$ cat config.mk
export PLATFORM = sky130hd
export DESIGN_NAME = conflict_addr_buf
export DESIGN_NICKNAME = d
export VERILOG_FILES = /design/src/rtl/cab_pkg.sv /design/src/rtl/cab_match.sv /design/src/rtl/cab_lru.sv /design/src/rtl/conflict_addr_buf.sv
export SDC_FILE = /design/constraint.sdc
export NUM_CORES = 1
export LEC_CHECK = 0
export ABC_CLOCK_PERIOD_IN_PS = 5850
export BUFFER_PORTS_ARGS = -buffer_cell sky130_fd_sc_hd__buf_4
export CELL_PAD_IN_SITES_DETAIL_PLACEMENT = 0
export CELL_PAD_IN_SITES_GLOBAL_PLACEMENT = 1
export CORE_MARGIN = 2
export CORE_UTILIZATION = 50
export DETAILED_ROUTE_END_ITERATION = 16
export GPL_TIMING_DRIVEN = 0
export PLACE_DENSITY = 0.88
export RECOVER_POWER = 50
export SLEW_MARGIN = 20
export SYNTH_ARGS = -nofsm -noshare
export SYNTH_HDL_FRONTEND = slang
export SYNTH_HIERARCHICAL = 1
export SYNTH_SLANG_ARGS = --single-unit
export TNS_END_PERCENT = 5
$ cat constraint.sdc
create_clock -name clk -period 5.85 [get_ports clk]
set_input_delay 0 -clock clk [delete_from_list [all_inputs] [get_ports clk]]
set_output_delay 0 -clock clk [all_outputs]
set_load 0.02 [all_outputs]
$ cat src/rtl/cab_pkg.sv
// Shared types and the mask decision for the conflict address buffer.
// Assumes: request kind is encoded as a single bit (0 read, 1 write).
package cab_pkg;

    typedef enum logic {
        ACC_READ  = 1'b0,
        ACC_WRITE = 1'b1
    } acc_e;

    // True when a hit with these flags proves the remote access conflict-free.
    function automatic logic proves_no_conflict(acc_e kind, logic may_rd, logic may_wr);
        return !may_wr && ((kind == ACC_READ) || !may_rd);
    endfunction

endpackage

$ cat src/rtl/cab_match.sv
// Fully associative comparator: compares a key against every stored tag.
// Assumes: at most one valid entry holds a given tag (allocation only on miss).
module cab_match #(
    parameter int ENTRIES = 4,
    parameter int TAG_W   = 26,
    localparam int IDX_W  = $clog2(ENTRIES)
) (
    input  logic [ENTRIES-1:0][TAG_W-1:0] tags,
    input  logic [ENTRIES-1:0]            valid,
    input  logic [TAG_W-1:0]              key,
    output logic [ENTRIES-1:0]            hit_vec,
    output logic                          hit,
    output logic [IDX_W-1:0]              hit_idx
);

    // One comparator per entry.
    for (genvar g = 0; g < ENTRIES; g++) begin : g_cmp
        assign hit_vec[g] = valid[g] && (tags[g] == key);
    end

    assign hit = |hit_vec;

    // Encode the (single) matching entry as an index.
    always_comb begin
        hit_idx = '0;
        for (int i = 0; i < ENTRIES; i++) begin
            if (hit_vec[i]) hit_idx = IDX_W'(i);
        end
    end

endmodule

$ cat src/rtl/cab_lru.sv
// Least-recently-used tracker using one rank per entry (0 = most recent).
// Up to two touches per cycle, applied port A first, then port B.
// Assumes: ranks form a permutation of 0..ENTRIES-1, restored on clear.
module cab_lru #(
    parameter int ENTRIES = 4,
    localparam int IDX_W  = $clog2(ENTRIES)
) (
    input  logic               clk,
    input  logic               rst_n,
    input  logic               clear,
    input  logic               ta_en,
    input  logic [IDX_W-1:0]   ta_idx,
    input  logic               tb_en,
    input  logic [IDX_W-1:0]   tb_idx,
    output logic [ENTRIES-1:0] oldest_vec
);

    logic [IDX_W-1:0] rank_q   [ENTRIES];
    logic [IDX_W-1:0] rank_mid [ENTRIES];
    logic [IDX_W-1:0] rank_nxt [ENTRIES];

    // Apply touch A, then touch B, each moving its entry to rank 0.
    always_comb begin
        rank_mid = rank_q;
        if (ta_en) begin
            for (int i = 0; i < ENTRIES; i++) begin
                if (rank_q[i] < rank_q[ta_idx]) rank_mid[i] = rank_q[i] + 1'b1;
            end
            rank_mid[ta_idx] = '0;
        end
        rank_nxt = rank_mid;
        if (tb_en) begin
            for (int i = 0; i < ENTRIES; i++) begin
                if (rank_mid[i] < rank_mid[tb_idx]) rank_nxt[i] = rank_mid[i] + 1'b1;
            end
            rank_nxt[tb_idx] = '0;
        end
    end

    // Rank registers; reset and clear restore the identity order.
    always_ff @(posedge clk) begin
        for (int i = 0; i < ENTRIES; i++) begin
            if (!rst_n || clear) rank_q[i] <= IDX_W'(i);
            else                 rank_q[i] <= rank_nxt[i];
        end
    end

    // Flag the entry holding the oldest rank.
    for (genvar g = 0; g < ENTRIES; g++) begin : g_old
        assign oldest_vec[g] = (rank_q[g] == IDX_W'(ENTRIES - 1));
    end

endmodule

$ cat src/rtl/conflict_addr_buf.sv
// Conflict address buffer. Records block addresses that produced a signature
// conflict and masks the NACK of remote requests it can prove conflict-free.
// Assumes: block addresses arrive already stripped of the in-block offset;
// clear events (thread start/switch) take priority over all other updates;
// commit/abort clears the access flags, including flags of an entry
// allocated in the same cycle.
module conflict_addr_buf #(
    parameter int ENTRIES = 4,
    parameter int BLK_W   = 26,
    localparam int IDX_W  = $clog2(ENTRIES)
) (
    input  logic             clk,
    input  logic             rst_n,
    input  logic             thr_start,
    input  logic             thr_switch,
    input  logic             tx_commit,
    input  logic             tx_abort,
    input  logic             loc_valid,
    input  logic             loc_write,
    input  logic [BLK_W-1:0] loc_blk,
    input  logic             rem_valid,
    input  logic             rem_write,
    input  logic [BLK_W-1:0] rem_blk,
    input  logic             sig_conflict,
    input  logic             sig_rd_bit,
    input  logic             sig_wr_bit,
    output logic             nack_mask,
    output logic             nack_out
);
    import cab_pkg::*;

    logic [ENTRIES-1:0][BLK_W-1:0] tag_q;
    logic [ENTRIES-1:0]            v_q, r_q, w_q;

    logic [ENTRIES-1:0] loc_hit_vec, rem_hit_vec;
    logic               loc_hit, rem_hit;
    logic [IDX_W-1:0]   loc_idx, rem_idx;

    logic               thr_clr, tx_end;
    logic [ENTRIES-1:0] loc_set_r, loc_set_w, eff_r, eff_w;
    logic               hit_r, hit_w;
    logic               alloc_en;
    logic [ENTRIES-1:0] lru_old;
    logic [IDX_W-1:0]   victim_idx, free_idx, old_idx;

    assign thr_clr = thr_start | thr_switch;
    assign tx_end  = tx_commit | tx_abort;

    cab_match #(.ENTRIES(ENTRIES), .TAG_W(BLK_W)) u_loc_match (
        .tags(tag_q), .valid(v_q), .key(loc_blk),
        .hit_vec(loc_hit_vec), .hit(loc_hit), .hit_idx(loc_idx)
    );

    cab_match #(.ENTRIES(ENTRIES), .TAG_W(BLK_W)) u_rem_match (
        .tags(tag_q), .valid(v_q), .key(rem_blk),
        .hit_vec(rem_hit_vec), .hit(rem_hit), .hit_idx(rem_idx)
    );

    // Local access flags, forwarded so the remote decision sees them this cycle.
    always_comb begin
        loc_set_r = (loc_valid && !loc_write) ? loc_hit_vec : '0;
        loc_set_w = (loc_valid &&  loc_write) ? loc_hit_vec : '0;
        eff_r     = r_q | loc_set_r;
        eff_w     = w_q | loc_set_w;
        hit_r     = |(rem_hit_vec & eff_r);
        hit_w     = |(rem_hit_vec & eff_w);
    end

    // Mask decision from request kind and the hit entry's effective flags.
    assign nack_mask = rem_valid && rem_hit &&
                       proves_no_conflict(acc_e'(rem_write), hit_r, hit_w);
    assign nack_out  = rem_valid && sig_conflict && !nack_mask;

    // Allocate only on a signature conflict that misses the buffer.
    assign alloc_en = rem_valid && sig_conflict && !rem_hit && !thr_clr;

    // Victim choice: lowest invalid entry, else the least recently used one.
    always_comb begin
        free_idx = '0;
        old_idx  = '0;
        for (int i = ENTRIES - 1; i >= 0; i--) begin
            if (!v_q[i]) free_idx = IDX_W'(i);
        end
        for (int i = 0; i < ENTRIES; i++) begin
            if (lru_old[i]) old_idx = IDX_W'(i);
        end
        victim_idx = (&v_q) ? old_idx : free_idx;
    end

    cab_lru #(.ENTRIES(ENTRIES)) u_lru (
        .clk(clk), .rst_n(rst_n), .clear(thr_clr),
        .ta_en(loc_valid && loc_hit), .ta_idx(loc_idx),
        .tb_en(alloc_en || nack_mask), .tb_idx(alloc_en ? victim_idx : rem_idx),
        .oldest_vec(lru_old)
    );

    // Entry state: clear events, flag updates and allocation.
    always_ff @(posedge clk) begin
        if (!rst_n) begin
            tag_q <= '0;
            v_q   <= '0;
            r_q   <= '0;
            w_q   <= '0;
        end else if (thr_clr) begin
            v_q <= '0;
            r_q <= '0;
            w_q <= '0;
        end else begin
            r_q <= tx_end ? '0 : eff_r;
            w_q <= tx_end ? '0 : eff_w;
            if (alloc_en) begin
                tag_q[victim_idx] <= rem_blk;
                v_q[victim_idx]   <= 1'b1;
                r_q[victim_idx]   <= sig_rd_bit && !tx_end;
                w_q[victim_idx]   <= sig_wr_bit && !tx_end;
            end
        end
    end

endmodule

-- Word level (Yosys, flattened, before mapping)
Index checks and enable logic that the tools add are counted.
W data, S select, Z words.
- add/subtract/negate cells: 8
- order comparisons: 14
- equality and inequality tests: 11
- multiplexer cells: 56
- bitwise gates (word level): 16
- reduce and logical (&&, ||, !) cells: 41
- operators with widths (cell ; count):
    $eq A26 B26 Y1 ; 8
    $bwmux W104 ; 1
    $mux W2 ; 34
    $demux W26 S2 ; 1
    $mux W26 ; 1
    $mux W4 ; 6
    $logic_and A1 B1 Y1 ; 23
    $add A2 B1 Y2 const B ; 8
    $and A8 B8 Y8 ; 2
    $lt A2 B2 Y1 ; 8
    $mux W8 ; 2
    $not A8 Y8 ; 2
    $reduce_or A4 Y1 ; 4
    $or A4 B4 Y4 ; 3
    $and A4 B4 Y4 ; 2
    $bmux W2 S2 ; 2
    $bwmux W4 ; 2
    $demux W2 S2 ; 2
    $logic_not A1 Y1 ; 8
    $eq A2 B2 Y1 const B ; 3
    $ge A3 B3 Y1 const B ; 2
    $lt A3 B1 Y1 const B ; 2
    $not A2 Y3 ; 2
    $mux W1 ; 4
    other kinds (9) ; 14
- register bits after elaboration: 124
- input bits: 65
- output and inout bits: 2

-- Logic depth before layout (Yosys ltp)
- depth in word-level cells: 22
- mapped depth: 19
- gate-level depth less buffers: 16

-- Hierarchy
Netlist, hierarchy kept.
- modules (own cells, without submodules) (module ; times used ; cells an instance ; area an instance (µm²)):
    conflict_addr_buf ; 1 ; 448 ; 4479.3
    cab_match ; 2 ; 149 ; 1203.7
    cab_lru ; 1 ; 139 ; 1107.3

-- Worst setup path after synthesis
Ideal clock, no wire load.
- path type: flip-flop to flip-flop
- from: register tag_q[40] (netlist name)
- to: register u_lru/rank_q[0] (netlist name)
- arrival time: 3.728 ns
- required time: 5.728 ns
- setup slack: 2.001 ns
- cell stages (with the launch flop): 17
- period minus slack after synthesis: 3.849 ns
- cells stage by stage: dfxtp_1 xnor2_1 nand4_1 nor4_1 nand4_1 o21ai_1 buf_2 mux4_2 inv_1 ha_1 nor3b_1 o21ai_0 o221a_2 mux4_2 o311ai_1 a31o_1 o21ai_1
- word-level cells in the longest chain between the ends: 22
- elaborated cells on any way between the ends: 72
- classes of those cells: add/sub: 1; order compare: 9; eq/ne: 2; mux: 31; bitwise: 10; reduce/logical: 19
- RTL lines (what ; line ; text):
    start, declared ; conflict_addr_buf.sv:32 ; logic [ENTRIES-1:0][BLK_W-1:0] tag_q;
    start signal, assigned by index ; conflict_addr_buf.sv:112 ; tag_q[victim_idx] <= rem_blk;
    $eq A26 B26 Y1 (*) ; cab_match.sv:18 ; assign hit_vec[g] = valid[g] && (tags[g] == key);
    $logic_and A1 B1 Y1 (*) ; cab_match.sv:18 ;
    $mux W1 (*) ; cab_match.sv:27 ; if (hit_vec[i]) hit_idx = IDX_W'(i);
    $mux W2 (*) (2 in a row) ; cab_match.sv:27 ;
    via loc_idx[0] ; conflict_addr_buf.sv:37 ; logic [IDX_W-1:0] loc_idx, rem_idx;
    $not A2 Y3 (implied by the code) (*) ; cab_lru.sv:27, cab_lru.sv:29 ;
    $bmux W2 S2 ; cab_lru.sv:27 ; if (rank_q[i] < rank_q[ta_idx]) rank_mid[i] = rank_q[i] + 1'b1;
    $mux W2 (implied by the code) (2 in a row) ; cab_lru.sv:27 ;
    [4 not listed] ; -- ;
    $mux W8 (*) ; cab_lru.sv:25 ; if (ta_en) begin
    $bmux W2 S2 ; cab_lru.sv:34 ; if (rank_mid[i] < rank_mid[tb_idx]) rank_nxt[i] = rank_mid[i] + 1'b1;
    $mux W2 (implied by the code) (2 in a row) ; cab_lru.sv:34 ;
    $lt A2 B2 Y1 ; cab_lru.sv:34 ;
    $mux W2 ; cab_lru.sv:34 ;
    $mux W2 ; cab_lru.sv:32 ; if (tb_en) begin
    $and A8 B8 Y8 (no source line) ; -- ;
    $mux W8 (*) ; cab_lru.sv:32 ;
    end signal, assigned by index ; cab_lru.sv:43 ; if (!rst_n || clear) rank_q[i] <= IDX_W'(i);
    end signal, assigned by index ; cab_lru.sv:44 ; else rank_q[i] <= rank_nxt[i];
    end, declared ; cab_lru.sv:18 ; logic [IDX_W-1:0] rank_q [ENTRIES];
The timed path passes the listed nets; every way through them passes the cells marked *. The select of a mux whose other input is x is not followed.
A chain may end at the register's enable or synchronous reset.

-- Worst setup path in the final report
- from: register tag_q[40] (netlist name)
- to: register u_lru/rank_q[4] (netlist name)
Same word-level chain as after synthesis.

==> summary.txt <==
Clocking
  – Number of CTS-inserted buffers: 17
  – Resized Gates After CTS: 0
  – Post-CTS setup buffers: 0
  – Reg clk slew, reported paths: around 60 ps
  – Clk_lat worst skew: approximately 420 ps
  – H-Tree Depth: 4
  – # clock sinks: ~120
  – # hold bufs at CTS: 31
  – CTS root buf: clkbuf_16
  – CTS tree: done
  – Max Root-Sink Buffers: 2

Die
  – IO Count: 67
  – Die Height: around 130 um
  – Core Area: between 0.015 and 0.02 mm^2
  – Die width: between 100 and 150 um
  – Initial Util: roughly half
  – FP Rows: 46
  – Full die area: roughly 0.017 mm^2

GRT
  – Antenna violations before repair: 0
  – Number of global-route vias before repair: around 6700
  – Largest net degree at the start of global routing: 17
  – Overflow after GRT: 0
  – Total track usage: a little under a third
  – Global-route wire length before repair: about 40000 um

Synthesis
  – Sequential fraction of the synthesis area: a little under a third
  – Number of synthesized flops with an enable pin: 0
  – Syn avg cell area: between 9 and 10 um^2
  – Gate Count Post-Synth: between 800 and 900
  – Synth cell types: 59
  – Top FF cell, synth: dfxtp_1
  – Cell Area, Synth: approximately 0.008 mm^2
  – FF+latch count, synth: approximately 120
  – Fraction of registers with async set/reset: 0%
  – Synth warn: 6
  – Net count after synthesis: ~960

Final layout
  – Nets@finish: around 1100
  – Non-Filler Instances: approximately 1200
  – Most frequent cells in the layout: 157 x nand2_1, 124 x dfxtp_1, 118 x xnor2_1
  – Finished Cell Area: 0.00955 mm^2
  – Diode count: 0
  – Commonest non-fill, non-tap cell in the layout: nand2_1
  – Area delta synth->final: 19.5%
  – Fillers: between 1000 and 1500
  – Layout cell share with drive strength beyond 1: between 10% and 20%

STA
  – RSZ-0062 raised after global routing: no
  – Actual slew at the worst max-slew pin: 1130 ps
  – Endpoints failing setup: 0
  – Final WS setup: ~920 ps
  – Setup TNS: 0 ps
  – Period utilization: around 84%
  – Crit path time final: 4930 ps
  – Final number of hold-violating endpoints: 0
  – Max-slew headroom: approximately 24%
  – Skew final: 5.84 ps
  – Peak Freq: around 0.2 GHz
  – Slew Limit Fails: 0

Setup path
  – CP Capture Type: flip-flop
  – Crit Path Category: reg -> reg
  – CP startpoint kind: flip-flop
  – WP data arrival: 5210 ps
  – Worst Path Required: between 6000 and 7000 ps
  – Critical Path Fanout Max: 10

Detailed routing
  – DR iter-0 viols: 785
  – Final WL: roughly 26000 um
  – Detailed-router iteration count before antenna repair: 6
  – Final ANT Viol Nets: 0
  – DR WL/cell: approximately 21 um
  – Via count: between 7000 and 8000
  – Vias/cell: 5.78
  – DRC: 0

Power
  – Worst VDD drop: 0.209 mV
  – Power Density: roughly 220 mW/mm^2
  – Leakage: 4.09 nW

Placement
  – Placed instance area: a little under 0.009 mm^2
  – Setup slack at placement: around 1100 ps
  – Buffers on Ports: 64
  – Placed cell count: around 1200
  – Routability cong.: 0.977
  – Final HPWL DP: about 19000 um

Min path
  – Hold WC Path Type: in -> reg

Outcome
  – Outcome: finished, final reports clean

Job
  – Number of max-cap violations: 0
## metrics by stage
stage                     util, %  power, mW  hold WS [ps]
after floorplan                 -      0.979           126
after global placement       55.5       1.09           318
after detailed placement     55.5       1.09           330
after CTS                    61.0       2.13          2.39
after global routing         60.6       2.19          14.4
final                        60.6       2.13          2.60
## worst max-delay path, stage by stage, from the launching register on
cell and delay (ps):
dfxtp_1 440, xnor2_1 140, nand4_1 260, nor4_1 380
nand4_1 280, o21ai_1 500, buf_2 310, mux4_2 510
inv_1 150, ha_1 300, nor3b_1 180, o21ai_0 100
o221a_2 200, mux4_2 580, a211oi_1 320, o41ai_2 130
## report_power, final
group | switching, mW | total [mW] | internal, mW
Sequential | 0.00473 | 0.854 | 0.849
Clock | 0.400 | 1.04 | 0.635
Combinational | 0.140 | 0.243 | 0.103
Total | 0.544 | 2.13 | 1.59
## cell usage after synthesis, types with 2 or more instances
master     count  share of area, %
or2_2          3              0.23
nor2_1        15              0.70
xnor2_1      118                13
mux2i_1      113                14
o2111ai_2      2              0.38
o21ai_1        3              0.19
o211ai_1       2              0.19
nand2_1      156               7.3
or3b_1         2              0.22
o221a_2        5              0.70
xor2_1        88               9.6
nand3b_1       3              0.28
a21o_1         8              0.75
nand4b_1       2              0.22
a31oi_1        2              0.16
mux2i_2        2              0.34
nand3_1        5              0.31
or4_4          2              0.28
buf_6         10               1.4
ha_1           8               1.3
nor2b_1        9              0.70
nand4bb_1      2              0.28
clkbuf_1      18              0.85
and2_1         3              0.23
xnor2_2        2              0.41
buf_2          9              0.56
dfxtp_1      124                31
nand4_1       42               3.3
nor3_1        12              0.75
o311ai_0       2              0.22
nor4_1        22               1.7
a22oi_1        4              0.38
a21oi_1        6              0.38
a211oi_1       5              0.47
inv_1         16              0.75
o311ai_1       3              0.33
o31ai_1        2              0.19
nand2b_1       9              0.70
a41o_1         2              0.25
and4_1         2              0.22
o21ai_0       14              0.88
and3_1         7              0.55
mux4_2         2              0.56
nor3b_1        4              0.38
## kinds of logic after synthesis
group	share of synthesized area [%]
simple gates	19.6
xor+xnor	23.0
flops	31.1
mux	15.1
compound gates	6.39
buf+inv	3.66
fa+ha+maj	1.25
## final timing paths
| check | from | cells past startpoint | slack (ps) | end |
|---|---|---|---|---|
| max | tag_q[40]$_SDFFE_PN0P_ | 15 | 920 | u_lru/rank_q[4]$_SDFF_PP1_ |
| min reg2reg | tag_q[36]$_SDFFE_PN0P_ | 2 | 500 | tag_q[36]$_SDFFE_PN0P_ |
| min | thr_start | 4 | 3 | u_lru/rank_q[4]$_SDFF_PP1_ |
| max reg2reg | tag_q[40]$_SDFFE_PN0P_ | 15 | 920 | u_lru/rank_q[4]$_SDFF_PP1_ |
## cell type report
cell class	instances	area, um^2	share of cell area, %
Multi-Input combinational cell	707	5180	54.3
Sequential cell	124	2480	26.0
Timing Repair Buffer	95	787	8.24
Clock buffer	21	450	4.72
Tap cell	216	270	2.83
Buffer	38	198	2.07
Clock inverter	11	120	1.26
Inverter	16	60.1	0.629
## state kept, by name (all words and copies together), names as in the netlist
name	count
r_q	4
tag_q	104
u_lru/rank_q	8
v_q	4
w_q	4
## routing by layer
metal	vias up	global-route usage (%)	routed length (um)
met2	329	47.8	11500
li1	3315	-	-
met4	0	13.4	879
met5	-	0	0
met1	3395	43.3	11500
met3	57	7.13	2290
No activity file was read; power rests on OpenSTA's default activity.
